[src/rtl/esg_pkg.sv]
package esg_pkg;

  typedef enum logic [2:0] {
    OPK_NONE  = 3'd0,
    OPK_EN    = 3'd1,
    OPK_DIS   = 3'd2,
    OPK_STSWR = 3'd3,
    OPK_ARRWR = 3'd4,
    OPK_READ  = 3'd5
  } op_kind_e;

  typedef struct packed {
    logic       pin_en;
    logic [1:0] blk;
  } prot_flags_t;

  localparam int unsigned STS_PINEN_BIT = 7;
  localparam int unsigned STS_BLKHI_BIT = 3;
  localparam int unsigned STS_BLKLO_BIT = 2;

endpackage

[src/rtl/esg_rst_sync.sv]
module esg_rst_sync #(
  parameter int unsigned STAGES = 2
) (
  input  logic clk,
  input  logic rst_n_async,
  output logic rst_n_sync
);
  logic [STAGES-1:0] chain_q;

  always_ff @(posedge clk or negedge rst_n_async) begin
    if (!rst_n_async) chain_q <= '0;
    else              chain_q <= {chain_q[STAGES-2:0], 1'b1};
  end

  assign rst_n_sync = chain_q[STAGES-1];
endmodule

[src/rtl/esg_wel_latch.sv]
module esg_wel_latch (
  input  logic clk,
  input  logic rst_n,
  input  logic set_evt,
  input  logic clr_evt,
  output logic wel_q
);
  logic wel_d;
  logic wel_en;

  // Set wins over clear when both arrive in one cycle.
  always_comb begin
    wel_en = set_evt | clr_evt;
    wel_d  = set_evt;
  end

  always_ff @(posedge clk or negedge rst_n) begin
    if (!rst_n)      wel_q <= 1'b0;
    else if (wel_en) wel_q <= wel_d;
  end
endmodule

[src/rtl/esg_prot_regs.sv]
module esg_prot_regs
  import esg_pkg::*;
(
  input  logic        clk,
  input  logic        rst_n,
  input  logic        load,
  input  logic [7:0]  data,
  output prot_flags_t flags_q
);
  prot_flags_t flags_d;
  logic        unused_data_bits;

  assign unused_data_bits = ^{data[6:4], data[1:0]};

  always_comb begin
    flags_d.pin_en = data[STS_PINEN_BIT];
    flags_d.blk    = {data[STS_BLKHI_BIT], data[STS_BLKLO_BIT]};
  end

  always_ff @(posedge clk or negedge rst_n) begin
    if (!rst_n)    flags_q <= '0;
    else if (load) flags_q <= flags_d;
  end
endmodule

[src/rtl/esg_region_chk.sv]
module esg_region_chk #(
  parameter int unsigned ADDR_W = 15
) (
  input  logic [1:0]        blk,
  input  logic [ADDR_W-1:0] addr,
  output logic              locked
);
  localparam int unsigned MSB = ADDR_W - 1;

  logic top_half;
  logic top_quarter;

  generate
    if (ADDR_W >= 2) begin : g_wide
      assign top_quarter = addr[MSB] & addr[MSB-1];
    end else begin : g_narrow
      assign top_quarter = addr[MSB];
    end
  endgenerate

  assign top_half = addr[MSB];

  always_comb begin
    unique case (blk)
      2'b00:   locked = 1'b0;
      2'b01:   locked = top_quarter;
      2'b10:   locked = top_half;
      default: locked = 1'b1;
    endcase
  end
endmodule

[src/rtl/eeprom_status_guard.sv]
module eeprom_status_guard
  import esg_pkg::*;
#(
  parameter int unsigned ADDR_W     = 15,
  parameter int unsigned CNT_W      = 8,
  parameter int unsigned INSTR_BITS = 8,
  parameter int unsigned STSWR_BITS = 16
) (
  input  logic              clk,
  input  logic              rst_n,
  input  logic              op_end,
  input  logic [2:0]        op_kind,
  input  logic [CNT_W-1:0]  op_bits,
  input  logic [7:0]        wrsr_data,
  input  logic              write_done,
  input  logic              wip,
  input  logic              wp_n,
  input  logic [ADDR_W-1:0] addr,
  output logic [7:0]        status_byte,
  output logic              wel,
  output logic              array_wr_ok,
  output logic              status_wr_ok
);
  localparam logic [CNT_W-1:0] N_INSTR = CNT_W'(INSTR_BITS);
  localparam logic [CNT_W-1:0] N_STSWR = CNT_W'(STSWR_BITS);

  logic        rst_n_s;
  op_kind_e    kind;
  logic        is_en, is_dis, is_stswr;
  logic        set_evt, clr_evt, sts_load;
  logic        pin_block, addr_locked;
  prot_flags_t flags;

  esg_rst_sync #(.STAGES(2)) u_rst (
    .clk         (clk),
    .rst_n_async (rst_n),
    .rst_n_sync  (rst_n_s)
  );

  always_comb begin
    kind     = op_kind_e'(op_kind);
    is_en    = op_end && (kind == OPK_EN)    && (op_bits == N_INSTR);
    is_dis   = op_end && (kind == OPK_DIS)   && (op_bits == N_INSTR);
    is_stswr = op_end && (kind == OPK_STSWR) && (op_bits == N_STSWR);
    pin_block    = flags.pin_en & ~wp_n;
    status_wr_ok = wel & ~wip & ~pin_block;
    sts_load     = is_stswr & status_wr_ok;
    set_evt      = is_en;
    clr_evt      = is_dis | sts_load | write_done;
    array_wr_ok  = wel & ~wip & ~addr_locked;
  end

  esg_wel_latch u_wel (
    .clk     (clk),
    .rst_n   (rst_n_s),
    .set_evt (set_evt),
    .clr_evt (clr_evt),
    .wel_q   (wel)
  );

  esg_prot_regs u_prot (
    .clk     (clk),
    .rst_n   (rst_n_s),
    .load    (sts_load),
    .data    (wrsr_data),
    .flags_q (flags)
  );

  esg_region_chk #(.ADDR_W(ADDR_W)) u_region (
    .blk    (flags.blk),
    .addr   (addr),
    .locked (addr_locked)
  );

  assign status_byte = {flags.pin_en, 3'b000, flags.blk, wel, wip};
endmodule

[config.mk]
export PLATFORM = sky130hd
export DESIGN_NAME = eeprom_status_guard
export DESIGN_NICKNAME = d
export VERILOG_FILES = /design/src/rtl/esg_pkg.sv /design/src/rtl/esg_rst_sync.sv /design/src/rtl/esg_wel_latch.sv /design/src/rtl/esg_prot_regs.sv /design/src/rtl/esg_region_chk.sv /design/src/rtl/eeprom_status_guard.sv
export SDC_FILE = /design/constraint.sdc
export NUM_CORES = 1
export LEC_CHECK = 0
export ABC_AREA = 1
export BUFFER_PORTS_ARGS = -buffer_cell sky130_fd_sc_hd__buf_2
export CELL_PAD_IN_SITES_DETAIL_PLACEMENT = 1
export CELL_PAD_IN_SITES_GLOBAL_PLACEMENT = 1
export CORE_MARGIN = 2
export CORE_UTILIZATION = 18
export CTS_CLUSTER_SIZE = 10
export DETAILED_ROUTE_END_ITERATION = 6
export GPL_TIMING_DRIVEN = 0
export PLACE_DENSITY_LB_ADDON = 0.1
export SETUP_SLACK_MARGIN = 0.5
export SLEW_MARGIN = 20
export SYNTH_ARGS = -nofsm -noshare
export SYNTH_HDL_FRONTEND = slang
export SYNTH_SLANG_ARGS = --single-unit
[constraint.sdc]
create_clock -name clk -period 0.8 [get_ports clk]
set_input_delay 0.08 -clock clk [delete_from_list [all_inputs] [get_ports clk]]
set_output_delay 0.08 -clock clk [all_outputs]
set_load 0.03 [all_outputs]
After elaboration in Yosys (flattened, before gate mapping)
Cells that the tools add are included.
- flip-flop bits (word level): 6
- input bits: 40
- output and inout port bits: 11
- logic and storage cells: 32
- eq/ne operators: 7
- muxes and demuxes: 1
- bitwise gates (word level): 13
- reduce and logical (&&, ||, !) cells: 7
- operator list (cell ; number):
    $eq A8 B4 Y1 const B ; 1
    $eq A8 B5 Y1 const B ; 1
    $and A1 B1 Y1 ; 6
    $eq A3 B2 Y1 const B ; 2
    $logic_and A1 B1 Y1 ; 6
    $not A1 Y1 ; 4
    $eq A3 B1 Y1 const B ; 1
    $or A1 B1 Y1 ; 3
    $pmux W1 S3 ; 1
    $eq A2 B1 Y1 const B ; 1
    $eq A2 B2 Y1 const B ; 1
    $logic_not A2 Y1 ; 1

Depth between registers and ports, before layout
Gate-level depths: netlist of run 1.
- depth after elaboration: 8
- depth in mapped cells: 7
- gate-level depth less buffers: 7

By module
Synthesis of run 1 repeated with hierarchy kept, for this count alone.
- cells, all modules: 68
- area, all modules: 434.2 um^2
- by module, submodules not included (module ; times used ; cells each ; area an instance (um^2) ; sequential area each (um^2)):
    eeprom_status_guard ; 1 ; 44 ; 214.0 ; 0.0
    esg_prot_regs ; 1 ; 13 ; 112.6 ; 75.1
    esg_rst_sync ; 1 ; 3 ; 53.8 ; 50.0
    esg_wel_latch ; 1 ; 5 ; 40.0 ; 25.0
    esg_region_chk ; 1 ; 3 ; 13.8 ; 0.0

Least setup slack after synthesis of run 1
Ideal clock, no wire load.
- kind: reg2reg
- start: reg u_wel.wel_q
- end: reg u_prot.flags_q[1] (netlist bit)
- setup time: 0.118 ns
- data arrival time: 1.049 ns
- data required time: 0.682 ns
- path slack: -0.367 ns
- stages on the path, launching flop included: 8
- path buffers: 0
- clock period less this slack: 1.167 ns
- path through: dfrtp_1 -> inv_2 -> nor2_4 -> nand2_2 -> nor2_8 -> nand2_4 -> nand2_1 -> nand2_1
- word-level cells in the longest chain between the ends: 3
- RTL lines (element ; RTL line ; text):
    from (decl) ; esg_wel_latch.sv:6 ; output logic wel_q
    from (signal assigned) ; esg_wel_latch.sv:19 ; else if (wel_en) wel_q <= wel_d;
    $and A1 B1 Y1 (2 in a row) ; eeprom_status_guard.sv:46 ; status_wr_ok = wel & ~wip & ~pin_block;
    $and A1 B1 Y1 ; eeprom_status_guard.sv:47 ; sts_load = is_stswr & status_wr_ok;
    to (signal assigned) ; esg_prot_regs.sv:22 ; else if (load) flags_q <= flags_d;
    to (decl) ; esg_prot_regs.sv:8 ; output prot_flags_t flags_q
No other way between the ends.
A chain may end at the register's enable or synchronous reset.

Worst setup path after layout of run 1
- start: reg u_prot.flags_q[1] (netlist bit)
- end: out array_wr_ok
- word-level cells in the longest chain between the ends: 4
- RTL lines (element ; RTL line ; text):
    $eq A2 B2 Y1, or another cell as far along ; esg_region_chk.sv:24 ; unique case (blk)
    $pmux W1 S3 (*) ; esg_region_chk.sv:24 ;
    $not A1 Y1 (*) ; eeprom_status_guard.sv:50 ; array_wr_ok = wel & ~wip & ~addr_locked;
    $and A1 B1 Y1 (*) ; eeprom_status_guard.sv:50 ;
    to (decl) ; eeprom_status_guard.sv:21 ; output logic array_wr_ok,
Every way passes the cells marked *; elsewhere a longest branch is shown, timed or not.

==> results.py, run 1 <==
metrics = {
    "layout": {
        "final_common_cell": "buf_2",
        "drive_gt1_share_pct": 62.14,
        "layout_common_cells": "buf_2, nand2_1, buf_6",
        "register_area_um2": 155.1,
        "fillCellCount": 313,
        "n_antenna_cell": 0,
        "syn_to_final_growth_pct": 74.54,
        "nNetsFinal": 144,
        "instances_no_fill": 133,
        "stdcell_area_um2": 823.3,
        "multi_input_area_um2": 265.3,
    },
    "timing": {
        "period_share_pct": 142.0,
        "hold_viol": 0,
        "setup_viol_count_final": 11,
        "rsz0062_at_grt": "yes",
        "min_period_ns": 1.136,
        "setup_tns_ns": -2.388,
        "fmax_ghz": 0.8801,
        "whs_ns": 0.05245,
        "clock_skew_ns": 0.007012,
        "slew_viol_final": 0,
        "fin_ws_ns": -0.3362,
    },
    "synth": {
        "postSynthCellCount": 63,
        "synth_area_um2": 471.7,
        "seq_area_frac_synth_pct": 31.83,
        "syn_area_per_cell_um2": 7.487,
        "synth_warnings": 0,
        "synth_cell_type_count": 17,
        "ys_ff_latch": 6,
    },
    "pwr": {
        "p_int_uw": 579.2,
        "switching_share_pct": 25.74,
        "power_frac_seq_pct": 40.2,
        "vdd_drop_max_uv": 927.3,
        "pwr-share-clk_pct": 38.6,
        "p_leak_nw": 0.4862,
        "combPwrFrac_pct": 21.2,
        "p_per_area_mw_per_mm2": 947.4,
        "p_sw_uw": 200.8,
    },
    "worst_setup_path": {
        "startpoint": "u_prot.flags_q[1]",
        "endpoint": "array_wr_ok",
        "worst_ep_required_time_ns": 0.72,
        "cp_max_fo": 3,
        "worstPathCellList": "a21oi_1 > o21a_2 > buf_6",
        "regToRegStartpoint": "u_wel.wel_q",
        "slowest_delay_ns": 0.42,
        "r2r_end": "u_wel.wel_q",
        "cp_slowest_cell": "dfrtp_2",
        "r2r_setup_slack_ns": -0.23,
        "cp-end-kind": "primary output",
        "start_kind": "flip-flop",
        "cp_data_arrival_time_ns": 1.06,
        "crit_type": "flip-flop to primary output",
        "r2r_cells": 7,
    },
    "status": {
        "violations": "negative setup slack",
        "status": "complete, but fails checks",
    },
    "clocking": {
        "cts_sinks": 6,
        "clock-root-buffer": "clkbuf_4",
        "cts_made_buffers": 3,
        "cts_tree": "built",
        "htreeDepth": 1,
        "clock_latency_ns": 0.25,
        "clk_pin_slew_ns": 0.05,
        "clk_path_buf_depth": 2,
    },
    "global_route": {
        "antenna_found_initial": 0,
        "grt_max_degree": 5,
        "grt_pass1_wl_mm": 1.725,
        "grt_overflow_total": 0,
        "gr-usage-all-layers_pct": 8.188,
        "grt_pass1_vias": 452,
    },
    "floorplanning": {
        "core.rowCount": 18,
        "die_h_um": 55.19,
        "io_pins": 51,
        "die_x_um": 55.19,
        "start_util_pct": 19.04,
        "core_area_mm2": 0.002477,
        "dieArea_mm2": 0.003046,
    },
    "detailed_routing": {
        "route.detailed.drc": 0,
        "vias": 504,
        "ant_nets": 0,
        "wirelength_mm": 1.166,
        "drt_first_iter_violations": 3,
        "via_per_inst": 3.789,
        "firstDrtPassIters": 2,
        "wire_per_inst_um": 8.767,
    },
    "placed_design": {
        "place.gp.congestion": 0.6651,
        "placed_cells": 124,
        "place_ws_ns": -0.2246,
        "dpl_cell_area_um2": 676.9,
        "port_buffers": 29,
    },
    "run": {
        "drv_cap": 0,
    },
    "min_path": {
        "hp-class": "flip-flop to async pin",
    },
}
[layout make-up]
type	instances	share of cell area (%)
Multi-Input combinational cell	43	32.22
Timing Repair Buffer	34	30.70
Sequential cell	6	18.84
Buffer	5	5.471
Inverter	11	5.015
Tap cell	30	4.559
Clock buffer	4	3.191
[worst max-delay path, delay by kind of cell (launching register included)]
family,cells,cell delay [ns]
flip-flops,1,0.42
AO/OA/AOI/OAI,2,0.27
buffers and inverters,1,0.12
[repair_timing]
action                                  in CTS  in global routing
buffers inserted                             3                  1
endpoints found under the setup margin      13                 13
resized for setup                           23                  3
hold buffers                                 1                  0
endpoints found under the hold margin        2                  0
[flip-flops by register name, summed over array words and instances (netlist names)]
signal	flops
u_prot.flags_q	3
u_wel.wel_q	1
u_rst.chain_q	2
[synthesized netlist by cell type]
cell | instances | area share, %
nand2_1 | 14 | 11
inv_1 | 10 | 8.0
dfrtp_1 | 6 | 32
buf_4 | 5 | 8.0
nand3_1 | 5 | 5.3
nand2_2 | 3 | 4.0
nor2_1 | 3 | 2.4
nor2_2 | 3 | 4.0
nor2_4 | 3 | 7.2
a21oi_1 | 2 | 2.1
conb_1 | 2 | 1.6
nand2_4 | 2 | 4.8
inv_2 | 1 | 0.79
nand3_2 | 1 | 2.1
nor2_8 | 1 | 4.2
nor3_1 | 1 | 1.1
o21a_1 | 1 | 1.6
[layer usage]
metal  global-route usage [%]  vias up  part of all wire (%)
met5                        0        -                     0
met4                    1.220        0                     0
met3                    4.839        0                   7.7
met2                    14.48       22                    53
met1                    8.483      223                    39
li1                         -      259                     -
[metrics by stage]
step | util [%] | power (mW)
final | 33.23 | 0.7800
after global routing | 33.23 | 0.8451
after CTS | 32.58 | 0.8005
after detailed placement | 27.32 | 0.4707
after global placement | 27.32 | 0.4677
after floorplan | - | 0.3968
[power groups by stage]
stage	Sequential, mW	Combinational, mW	Clock (mW)
2_1_floorplan	0.318	0.0791	0
3_5_place_dp	0.319	0.152	0
6_report	0.314	0.165	0.301
5_1_grt	0.314	0.182	0.349
4_1_cts	0.314	0.166	0.321
3_3_place_gp	0.319	0.149	0
[logic make-up after synthesis]
logic type	synth area share, %
AND/OR/NAND/NOR	46.15
other	1.592
buffers and inverters	16.71
flip-flops	31.83
AO/OA/AOI/OAI	3.714
[worst min path at each step]
stage | to | cells past startpoint | slack, ns
after floorplan | u_rst.chain_q[0] | 0 | -0.22
after global placement | u_rst.chain_q[1] | 1 | -0.13
after detailed placement | u_rst.chain_q[0] | 1 | -0.13
after CTS | u_wel.wel_q | 0 | 0.06
after global routing | u_prot.flags_q[0] | 0 | 0.07
final | u_prot.flags_q[1] | 0 | 0.05
No activity file was read; power rests on OpenSTA's default activity.
==> inputs of run 2 (changes only) <==
--- a/config.mk
+++ b/config.mk
@@ -15,6 +15,7 @@
 export DETAILED_ROUTE_END_ITERATION = 6
 export GPL_TIMING_DRIVEN = 0
 export PLACE_DENSITY_LB_ADDON = 0.1
+export RECOVER_POWER = 50
 export SETUP_SLACK_MARGIN = 0.5
 export SLEW_MARGIN = 20
 export SYNTH_ARGS = -nofsm -noshare
==> run 2 against run 1 <==
Against the previous run:
- the flow still finishes with violations (negative setup slack)
- global-route usage unchanged
- flip-flop and latch count unchanged
- sequential share of layout area about the same
- worst setup slack about the same
- count of clock-buffer cells in the layout unchanged
- non-clock buffer count unchanged
- wire length about the same
- die area unchanged
- combinational power about the same
- design area decreased by 0.15%
- sequential power about the same
- register-to-register slack about the same
==> results.py, run 2 (synthesized netlist as in run 1, its figures left out) <==
metrics = {
    "status": {
        "status": "complete, but fails checks",
        "violations": "negative setup slack",
    },
    "clocking": {
        "clk_path_buf_depth": 2,
        "clock-root-buffer": "clkbuf_4",
        "cts_sinks": 6,
        "clock_latency_ns": 0.24,
        "cts_tree": "built",
        "cts_made_buffers": 3,
        "clk_pin_slew_ns": 0.05,
        "htreeDepth": 1,
    },
    "pwr": {
        "p_leak_nw": 0.4834,
        "p_per_area_mw_per_mm2": 946.7,
        "vdd_drop_max_uv": 921.9,
    },
    "detailed_routing": {
        "ant_nets": 0,
        "via_per_inst": 3.789,
        "wirelength_mm": 1.167,
        "route.detailed.drc": 0,
        "wl_met2_um": 617,
        "highest_layer": "met3",
        "firstDrtPassIters": 2,
        "vias": 504,
        "dr_wl_met3_um": 90,
        "wl_met1_um": 459,
        "drt_first_iter_violations": 3,
        "wire_per_inst_um": 8.774,
    },
    "timing": {
        "hold_viol": 0,
        "min_period_ns": 1.136,
        "rsz0062_at_grt": "yes",
        "slew_viol_final": 0,
        "setup_viol_count_final": 11,
        "period_share_pct": 142.0,
        "fmax_ghz": 0.8801,
        "fin_ws_ns": -0.3362,
        "whs_ns": 0.05151,
        "clock_skew_ns": 0.007693,
    },
    "worst_setup_path": {
        "start_kind": "flip-flop",
        "cp.buffers_inverters": 1,
        "worst_ep_required_time_ns": 0.72,
        "cp_data_arrival_time_ns": 1.06,
        "cp-end-kind": "primary output",
        "cp_max_fo": 3,
        "worstPathCellList": "a21oi_1 > o21a_2 > buf_6",
        "slowest_delay_ns": 0.42,
        "cp_slowest_cell": "dfrtp_2",
        "crit_type": "flip-flop to primary output",
        "crit_family": "flip-flops",
    },
    "layout": {
        "instances_no_fill": 133,
        "fillCellCount": 314,
        "largest_reg_flops": 3,
        "layout_common_cells": "buf_2, nand2_1, buf_6",
        "register_area_um2": 155.1,
        "syn_to_final_growth_pct": 74.27,
        "n_antenna_cell": 0,
        "drive_gt1_share_pct": 61.17,
        "reg.largest.list": "u_prot.flags_q (3), u_rst.chain_q (2), u_wel.wel_q (1)",
        "final_common_cell": "buf_2",
        "largest-register": "u_prot.flags_q",
        "multi_input_area_um2": 265.3,
        "nNetsFinal": 144,
    },
    "placed_design": {
        "port_buffers": 29,
        "placed_cells": 124,
        "place_ws_ns": -0.2246,
        "place.gp.congestion": 0.6651,
    },
    "global_route": {
        "grt_overflow_total": 0,
        "grt_pass1_vias": 452,
        "grt_pass1_wl_mm": 1.725,
        "antenna_found_initial": 0,
        "gr-usage-all-layers_pct": 8.188,
        "grt_max_degree": 5,
    },
    "floorplanning": {
        "dieArea_mm2": 0.003046,
        "die_x_um": 55.19,
        "start_util_pct": 19.04,
        "core.rowCount": 18,
        "core_area_mm2": 0.002477,
        "io_pins": 51,
        "die_h_um": 55.19,
    },
    "run": {
        "drv_cap": 0,
    },
    "min_path": {
        "hp-class": "flip-flop to async pin",
    },
}
## run 2: final cells by class
type	count	share of cell area, %
buffer	5	5.479
clock buffer	4	3.196
inverter	11	5.023
multi-input combinational	43	32.27
sequential	6	18.87
tap	30	4.566
timing repair buffer	34	30.59
## run 2: stage by stage
stage          instance area, um^2  setup TNS [ns]  utilization, %  power [mW]
2_1_floorplan                494.2          -1.372               -      0.3968
3_3_place_gp                 676.9          -1.127           27.32      0.4677
3_5_place_dp                 676.9          -1.124           27.32      0.4707
4_1_cts                      807.0          -2.495           32.58      0.8005
5_1_grt                      822.0          -2.939           33.18      0.8445
6_report                     822.0          -2.388           33.18      0.7782
## run 2: worst reg2reg max path, cell delays in order (launching register included)
cell and delay, ns:
dfrtp_2 0.38, inv_2 0.05, nor2_4 0.11, nand2_4 0.08
nor2_8 0.11, nand2_4 0.08, nand3_2 0.06, nand2_1 0.05
## run 2: final timing paths
kind                              startpoint  slack [ns]  depth (start not counted)                 to
setup / recovery           u_prot.flags_q[1]       -0.34                          3        array_wr_ok
hold / removal              u_rst.chain_q[1]        0.05                          0  u_prot.flags_q[1]
setup reg to reg                 u_wel.wel_q       -0.23                          7        u_wel.wel_q
hold reg to reg             u_rst.chain_q[1]        0.05                          0  u_prot.flags_q[1]
max in group asynchronous              rst_n        0.50                          2   u_rst.chain_q[0]
min in group clk                wrsr_data[3]        0.07                          3  u_prot.flags_q[1]
## run 2: what timing repair did
action / 4_1_cts / 5_1_grt
gates resized for setup: 23 / 3
setup buffers: 3 / 1
hold buffers: 1 / 0
hold endpoints to repair: 2 / 0
setup endpoints to repair: 13 / 13
## run 2: where the power goes
group | internal, mW | switching, mW | total, mW
clock | 0.189 | 0.111 | 0.300
sequential | 0.309 | 0.00449 | 0.314
combinational | 0.0800 | 0.0845 | 0.164
## run 2: layer usage
metal,vias up,GRT usage [%]
met2,22,14.48
met4,0,1.220
li1,259,-
met3,0,4.839
met1,223,8.483
met5,-,0
